File: config.mk
export PLATFORM = sky130hd
export DESIGN_NAME = burst_col_seq
export DESIGN_NICKNAME = d
export VERILOG_FILES = /design/src/rtl/bseq_pkg.sv /design/src/rtl/bseq_ctrl.sv /design/src/rtl/bseq_datapath.sv /design/src/rtl/burst_col_seq.sv
export SDC_FILE = /design/constraint.sdc
export NUM_CORES = 1
export LEC_CHECK = 0
export ABC_AREA = 1
export BUFFER_PORTS_ARGS = -buffer_cell sky130_fd_sc_hd__clkbuf_2
export CORE_MARGIN = 2
export CORE_UTILIZATION = 50
export DETAILED_ROUTE_END_ITERATION = 12
export HOLD_SLACK_MARGIN = 0.1
export PLACE_DENSITY = 0.72
export SYNTH_ARGS = -nofsm -noshare
export SYNTH_HDL_FRONTEND = slang
export SYNTH_SLANG_ARGS = --single-unit
File: constraint.sdc
create_clock -name clk -period 5.05 [get_ports clk]
set_clock_uncertainty 0.15 [all_clocks]
set_input_delay 0.2525 -clock clk [delete_from_list [all_inputs] [get_ports clk]]
set_output_delay 0.2525 -clock clk [all_outputs]
set_load 0.02 [all_outputs]
File: src/rtl/bseq_pkg.sv
package bseq_pkg;
  typedef struct packed {
    logic load;
    logic step;
    logic stop;
  } seqStrobe_t;

  localparam logic [2:0] LEN_ONE   = 3'd0;
  localparam logic [2:0] LEN_TWO   = 3'd1;
  localparam logic [2:0] LEN_FOUR  = 3'd2;
  localparam logic [2:0] LEN_EIGHT = 3'd3;
  localparam logic [2:0] LEN_PAGE  = 3'd7;
endpackage

File: src/rtl/bseq_ctrl.sv
module bseq_ctrl
  import bseq_pkg::*;
#(
  parameter int COL_W = 8
) (
  input  logic             clk,
  input  logic             rstN,
  input  logic             modeWrite,
  input  logic [2:0]       modeLen,
  input  logic             modeIlv,
  input  logic             startPulse,
  input  logic             terminate,
  input  logic             beatFinal,
  output seqStrobe_t       strb,
  output logic [COL_W-1:0] lenMask,
  output logic             ilvOn,
  output logic             fullPage,
  output logic             colValid,
  output logic             lastBeat
);
  logic [2:0] lenCodeQ;
  logic       ilvQ;
  logic       activeQ;

  // Mode register: written only by modeWrite
  always_ff @(posedge clk or negedge rstN) begin
    if (!rstN) begin
      lenCodeQ <= LEN_ONE;
      ilvQ     <= 1'b0;
    end else if (modeWrite) begin
      lenCodeQ <= modeLen;
      ilvQ     <= modeIlv;
    end
  end

  always_comb begin
    case (lenCodeQ)
      LEN_TWO:   lenMask = COL_W'(1);
      LEN_FOUR:  lenMask = COL_W'(3);
      LEN_EIGHT: lenMask = COL_W'(7);
      LEN_PAGE:  lenMask = '1;
      default:   lenMask = '0;
    endcase
  end

  assign fullPage = (lenCodeQ == LEN_PAGE);
  assign ilvOn    = ilvQ && !fullPage;

  always_comb begin
    strb.load = startPulse;
    strb.stop = activeQ && !startPulse && (terminate || (beatFinal && !fullPage));
    strb.step = activeQ && !startPulse && !strb.stop;
  end

  always_ff @(posedge clk or negedge rstN) begin
    if (!rstN)          activeQ <= 1'b0;
    else if (strb.load) activeQ <= 1'b1;
    else if (strb.stop) activeQ <= 1'b0;
  end

  assign colValid = activeQ;
  assign lastBeat = activeQ && !fullPage && beatFinal;

  p_start_valid_r3: assert property (@(posedge clk) disable iff (!rstN)
    startPulse |=> colValid);

  p_term_drops_r9: assert property (@(posedge clk) disable iff (!rstN)
    (colValid && terminate && !startPulse) |=> !colValid);

  p_last_ends_r8: assert property (@(posedge clk) disable iff (!rstN)
    (lastBeat && !startPulse) |=> !colValid);
endmodule

File: src/rtl/bseq_datapath.sv
module bseq_datapath
  import bseq_pkg::*;
#(
  parameter int COL_W = 8
) (
  input  logic             clk,
  input  logic             rstN,
  input  seqStrobe_t       strb,
  input  logic [COL_W-1:0] startColIn,
  input  logic [COL_W-1:0] lenMask,
  input  logic             ilvOn,
  input  logic             fullPage,
  output logic             beatFinal,
  output logic [COL_W-1:0] colAddr
);
  logic [COL_W-1:0] startColQ;
  logic [COL_W-1:0] beatQ;
  logic [COL_W-1:0] seqLow;
  logic [COL_W-1:0] ilvLow;
  logic [COL_W-1:0] pick;

  always_ff @(posedge clk or negedge rstN) begin
    if (!rstN) begin
      startColQ <= '0;
      beatQ     <= '0;
    end else if (strb.load) begin
      startColQ <= startColIn;
      beatQ     <= '0;
    end else if (strb.step) begin
      beatQ     <= beatQ + 1'b1;
    end
  end

  assign seqLow    = startColQ + beatQ;
  assign ilvLow    = startColQ ^ beatQ;
  assign pick      = ilvOn ? ilvLow : seqLow;
  assign beatFinal = (beatQ == lenMask);

  // Bits inside the burst block take the ordered value, the rest hold the start column
  for (genvar i = 0; i < COL_W; i++) begin : g_bit
    assign colAddr[i] = lenMask[i] ? pick[i] : startColQ[i];
  end

  p_first_beat_r3: assert property (@(posedge clk) disable iff (!rstN)
    strb.load |=> (colAddr == $past(startColIn)));

  p_page_wrap_r6: assert property (@(posedge clk) disable iff (!rstN)
    (strb.step && fullPage && (colAddr == '1)) |=> (colAddr == '0));
endmodule

File: src/rtl/burst_col_seq.sv
module burst_col_seq
  import bseq_pkg::*;
#(
  parameter int COL_W = 8
) (
  input  logic             clk,
  input  logic             rstN,
  input  logic             modeWrite,
  input  logic [2:0]       modeLen,
  input  logic             modeIlv,
  input  logic             startPulse,
  input  logic [COL_W-1:0] startCol,
  input  logic             terminate,
  output logic             colValid,
  output logic [COL_W-1:0] colAddr,
  output logic             lastBeat
);
  seqStrobe_t       strb;
  logic [COL_W-1:0] lenMask;
  logic             ilvOn;
  logic             fullPage;
  logic             beatFinal;

  bseq_ctrl #(.COL_W(COL_W)) ctrl_i (
    .clk(clk), .rstN(rstN), .modeWrite(modeWrite), .modeLen(modeLen),
    .modeIlv(modeIlv), .startPulse(startPulse), .terminate(terminate),
    .beatFinal(beatFinal), .strb(strb), .lenMask(lenMask), .ilvOn(ilvOn),
    .fullPage(fullPage), .colValid(colValid), .lastBeat(lastBeat)
  );

  bseq_datapath #(.COL_W(COL_W)) dp_i (
    .clk(clk), .rstN(rstN), .strb(strb), .startColIn(startCol),
    .lenMask(lenMask), .ilvOn(ilvOn), .fullPage(fullPage),
    .beatFinal(beatFinal), .colAddr(colAddr)
  );
endmodule

==> metrics, run 1 <==
HP Class=in -> reg; vias in the first global route=1339; post-route insts no fill=301; chip height=59.7 um; Slew HR=0.641; mean area per synthesized cell=6.93 um2; CTS Hold Bufs=18; synthesized cell area=1550 um2; routed wire length=3.68 mm; wire length on met1=1.75 mm; worst slew pin tran=539 ps; Area contributors post-synth=dfrtp_1, nand2_1, nand3_1; CTS max path bufs=2; CP startpoint=dp_i.beatQ[0]$_DFFE_PN0P_; post-synth cell types=26; placed insts=279; R2R setup slack=3480 ps; worst reg2reg path depth=9; Cells after Synth=224; gr usage total=0.226; nets@finish=295; largest area contributor in the netlist=dfrtp_1; Synth Net Count=250; WP data arrival=2050 ps; crit share post-route=0.485; RePlAce Congestion=0.889; initial antenna violation count=0; commonest non-fill, non-tap cell in the layout=nand2_1; Setup crit end kind=output pin; 1st-iter DRT viols=87; Core ar.=3000 um2; Seq/Total Area, Yosys=0.338; critical-path maximum fanout=5; Ports=27; commonest cells after routing, fill and taps aside=nand2_1, inv_1, nand3_1; worst r2r src=dp_i.beatQ[1]$_DFFE_PN0P_; Post-CTS Setup Repair Bufs=0; met2 wire length=1.78 mm; CP Class=reg -> out; DP Area=1700 um2; Hold Violations, Final=0; fraction of layout cells with a size suffix above 1=0.153; vias per cell=5.28; drc violations=0; detailed-route via count=1590; Pleak=1.08 nW; type of origin of the critical path=flip-flop; fin crit period=2450 ps; CP required=4650 ps; max-cap viol count=0; clock latency on the worst-skew pair=310 ps; die width=59.7 um; # clock sinks=21; remaining antenna violation count=0; hpwl dp=2.57 mm; r2r endpoint=dp_i.beatQ[6]$_DFFE_PN0P_; final slew viol count=0; Power Total=0.000393 W; outcome=complete, no violations; CTS root buffer=clkbuf_4; area delta synth->final=22.6%; diode count=0; Setup crit end=colAddr[4]; Seq cells post-synth=21; # resized after CTS=0; PortBufs=26; TritonCTS Buffers=3; largest net degree at the start of global routing=22; top-area cell type share of the netlist area=0.338; die area=3570 um2; global-route wire length before repair=6.11 mm; VDD IR max=166 uV; RSZ-0062 raised after global routing=no; final setup fails=0; grt total ovfl=0; clock slew at reported path FFs=130 ps; Initial Utilization=0.517; CTS tree=done; first drt pass iteration count=5; YS warnings=0; Rows=20; wire length per cell=12.2 um; met3 wire len=110 um; H-tree levels=1; Top Metal Used=met4; pwr/cell area=206 nW/um2; sum of negative setup slack=0 ps; fmax=408 MHz; design area=1900 um2
synthesized netlist by cell type:
| cell type | instances |
|---|---|
| nand3_1 | 29 |
| buf_2 | 1 |
| buf_6 | 1 |
| nand4_1 | 12 |
| a21oi_2 | 1 |
| ha_1 | 8 |
| o21bai_1 | 1 |
| fa_1 | 1 |
| nand2_2 | 3 |
| nor3_4 | 1 |
| a31oi_1 | 2 |
| xnor2_1 | 1 |
| buf_1 | 1 |
| or2_2 | 2 |
| o21ai_0 | 13 |
| nand2_4 | 2 |
| mux2_2 | 1 |
| a21oi_1 | 2 |
| nor2_2 | 1 |
| buf_4 | 1 |
| inv_1 | 35 |
| nor2_1 | 9 |
| nand2_1 | 72 |
| xor2_1 | 2 |
| dfrtp_1 | 21 |
| o22ai_1 | 1 |
area by class of cell:
cell class	instances	area, um2
fill	281	1100
multi-input combinational	164	868
sequential	21	526
timing repair buffer	44	310
inverter	35	131
tap	33	41.3
clock buffer	3	22.5
clock inverter	1	5.00
state kept, by name, summed over array words and instances, names as in the netlist:
name             flops
dp_i.beatQ           8
ctrl_i.ilvQ          1
ctrl_i.colValid      1
ctrl_i.lenCodeQ      3
dp_i.startColQ       8
layer usage:
| metal | up-vias | GRT usage |
|---|---|---|
| met5 | - | 0 |
| met4 | 0 | 0.0413 |
| met3 | 4 | 0.0390 |
| met2 | 28 | 0.377 |
| met1 | 745 | 0.311 |
| li1 | 813 | - |
cell families (layout without fill, tap and decap cells):
kind of cell,count (synthesis),count (layout),synth area share
buffers and inverters,39,83,0.102
DFF,21,21,0.338
xor gates and xnor gates,3,3,0.0169
AOI/OAI and AO/OA,20,20,0.0709
adders and majority gates,9,9,0.0774
muxes,1,1,0.00725
and+or+nand+nor,131,131,0.387
power by group:
group          internal, W  switching [W]
clock            0.0000296      0.0000555
sequential        0.000179     0.00000957
combinational    0.0000465      0.0000733
per-stage QoR:
stage               hold slack [ps]  setup WS, ps   util
floorplan                      -193          3000      -
global placement                119          2990  0.565
detailed placement              114          2960  0.565
CTS                             130          2600  0.634
global route                    129          2400  0.634
finish                          136          2600  0.634
how the worst min path moves through the flow:
stage | to | slack [ps] | depth (start not counted) | start
final | dp_i.beatQ[2]$_DFFE_PN0P_ | 140 | 4 | terminate
after global routing | dp_i.beatQ[6]$_DFFE_PN0P_ | 130 | 4 | terminate
after CTS | dp_i.beatQ[0]$_DFFE_PN0P_ | 130 | 4 | terminate
after detailed placement | ctrl_i.lenCodeQ[1]$_DFFE_PN0P_ | 110 | 1 | rstN
after global placement | ctrl_i.lenCodeQ[1]$_DFFE_PN0P_ | 120 | 1 | rstN
after floorplan | ctrl_i.colValid$_DFFE_PN0P_ | -190 | 0 | rstN
critical path: stages, from the launching register on:
cell	delay (ps)
dfrtp_1	450
ha_1	260
fa_1	430
a31oi_1	240
nor2_1	60
o22ai_1	120
clkbuf_2	190
Note: power is estimated with default switching activity, not from simulation.
==> run 2: changes to the inputs <==
- clock period: 5.05 -> 2.3 ns (I/O delays scaled with it)
==> metrics, run 2 (synthesis gave the netlist of run 1 again) <==
outcome=complete, no violations (unchanged); Hold Violations, Final=0 (unchanged); CTS root buffer=clkbuf_4 (unchanged); drc violations=0 (unchanged); clock slew at reported path FFs=130 ps (about the same); initial antenna violation count=0 (unchanged); nets@finish=305 (was 295); remaining antenna violation count=0 (unchanged); CP Class=reg -> out (unchanged); Setup crit end kind=output pin (unchanged); CP top delay family=simple AND/OR/NAND/NOR gates (was adder cells); worst slew pin tran=547 ps (was 539 ps); worst r2r src=ctrl_i.lenCodeQ[2]$_DFFE_PN0P_ (was dp_i.beatQ[1]$_DFFE_PN0P_); HP Class=in -> reg (unchanged); global-route wire length before repair=6.10 mm (was 6.11 mm); final setup margin=87.4 ps (was 2600 ps); Slew HR=0.635 (was 0.641); fraction of layout cells with a size suffix above 1=0.223 (was 0.153); clock latency on the worst-skew pair=310 ps (about the same); diode count=0 (unchanged); Slowest-stage cell, CP=dfrtp_2 (was dfrtp_1); Hold WS=107 ps (was 136 ps); post-route insts no fill=311 (was 301); largest net degree at the start of global routing=22 (unchanged); 1st-iter DRT viols=123 (was 87); vias in the first global route=1390 (was 1339); wire length per cell=12.2 um (about the same); commonest cells after routing, fill and taps aside=nand2_1, inv_1, nand3_1 (unchanged); final setup fails=0 (unchanged); fin crit period=2210 ps; Core ar.=3000 um2 (unchanged); worst reg2reg path depth=10 (was 9); type of origin of the critical path=flip-flop (unchanged); gr usage total=0.222 (was 0.226); Ports=27 (unchanged); area delta synth->final=32.3% (was 22.6%); TritonCTS Buffers=3 (unchanged); CP required=2040 ps (was 4650 ps); crit share post-route=0.962; critical path depth=7 (was 6); routed wire length=3.80 mm (was 3.68 mm); Rows=20 (unchanged); Setup crit end=colAddr[3] (was colAddr[4]); worst slack, placed=350 ps (was 2960 ps); pwr/cell area=429 nW/um2 (was 206 nW/um2); CP startpoint=dp_i.beatQ[1]$_DFFE_PN0P_ (was dp_i.beatQ[0]$_DFFE_PN0P_); detailed-route via count=1620 (was 1590); RSZ-0062 raised after global routing=yes (was no); critical-path maximum fanout=5 (unchanged); # clock sinks=21 (unchanged); PortBufs=26 (unchanged); leading registers by flop count=dp_i.beatQ: 8 flops, dp_i.startColQ: 8 flops, ctrl_i.lenCodeQ: 3 flops (unchanged); VDD IR max=286 uV (was 166 uV); Buf/Inv on CP=1 (unchanged); CP peak stage delay=460 ps (was 450 ps); vias per cell=5.21 (was 5.28); commonest non-fill, non-tap cell in the layout=nand2_1 (unchanged); chip height=59.7 um (unchanged); grt total ovfl=0 (unchanged); R2R setup slack=720 ps (was 3480 ps); final slew viol count=0 (unchanged); utilization after layout=0.684 (was 0.634); die width=59.7 um (unchanged); RePlAce Congestion=0.889 (unchanged); Worst path most repeated cell=nand3_1; CTS tree=done (unchanged); DP Area=1700 um2 (unchanged); first drt pass iteration count=4 (was 5); die area=3570 um2 (unchanged); Pleak=1.10 nW (was 1.08 nW); fmax=452 MHz; critical-path cell list=ha_1 > nand3_1 > nand3_1 > or2_2 > nand3_1 > o21ai_0 > clkbuf_2 (was ha_1 > fa_1 > a31oi_1 > nor2_1 > o22ai_1 > clkbuf_2); CTS max path bufs=2 (unchanged); Initial Utilization=0.517 (unchanged); hpwl dp=2.53 mm (was 2.57 mm); r2r endpoint=dp_i.beatQ[4]$_DFFE_PN0P_ (was dp_i.beatQ[6]$_DFFE_PN0P_); placed insts=279 (unchanged); max-cap viol count=0 (unchanged); H-tree levels=1 (unchanged); WP data arrival=1950 ps (was 2050 ps); design area=2050 um2 (was 1900 um2)
[run 2: cell count changes in the layout (fill, tap and decap cells not counted), sizes merged]
cell,delta
buf,+7
dlygate4sd3,+3
[run 2: worst min path at each step]
stage,from,end,slack [ps],depth (start not counted)
after CTS,startPulse,dp_i.startColQ[1]$_DFFE_PN0P_,110,3
after floorplan,rstN,ctrl_i.colValid$_DFFE_PN0P_,-330,0
after detailed placement,rstN,ctrl_i.lenCodeQ[1]$_DFFE_PN0P_,-20,1
after global placement,rstN,ctrl_i.lenCodeQ[1]$_DFFE_PN0P_,-20,1
after global routing,startPulse,dp_i.startColQ[1]$_DFFE_PN0P_,140,3
final,startPulse,dp_i.startColQ[1]$_DFFE_PN0P_,110,3
[run 2: cell type report]
| class | instances | area (um2) |
|---|---|---|
| flip-flops and latches | 21 | 534 |
| repair buffers | 54 | 393 |
| inverters | 35 | 131 |
| clock inverters | 1 | 5.00 |
| multi-input cells | 164 | 927 |
| fillers | 263 | 948 |
| clock buffers | 3 | 22.5 |
| well taps | 33 | 41.3 |
[run 2: where the power goes]
part	internal [W]	leakage (nW)	switching, W
clock network	0.0000649	0.0177	0.000119
registers	0.000393	0.257	0.0000231
logic	0.000118	0.830	0.000165
total	0.000576	1.10	0.000307
[run 2: metal layers]
metal | global-route usage | routed length (um)
met2 | 0.374 | 1850
met5 | 0 | 0
met3 | 0.0195 | 92
met4 | 0.0794 | 57
met1 | 0.297 | 1790
[run 2: through the flow]
stage | total power (W) | TNS, ps
floorplan | 0.000580 | 0
global placement | 0.000653 | 0
detailed placement | 0.000654 | 0
CTS | 0.000868 | 0
global route | 0.000943 | -85.5
finish | 0.000882 | 0
[run 2: timing repair]
item / 4_1_cts / 5_1_grt
endpoints found under the hold margin: 42 / 0
hold buffers: 21 / 0
setup endpoints to repair: 1 / 6
pin swaps: 1 / 1
resized for setup: 0 / 15
setup buffers: 0 / 7
[run 2: worst min-delay path: stages]
cell and delay (ps):
clkbuf_2 250, nand2_1 130, nand2_1 50
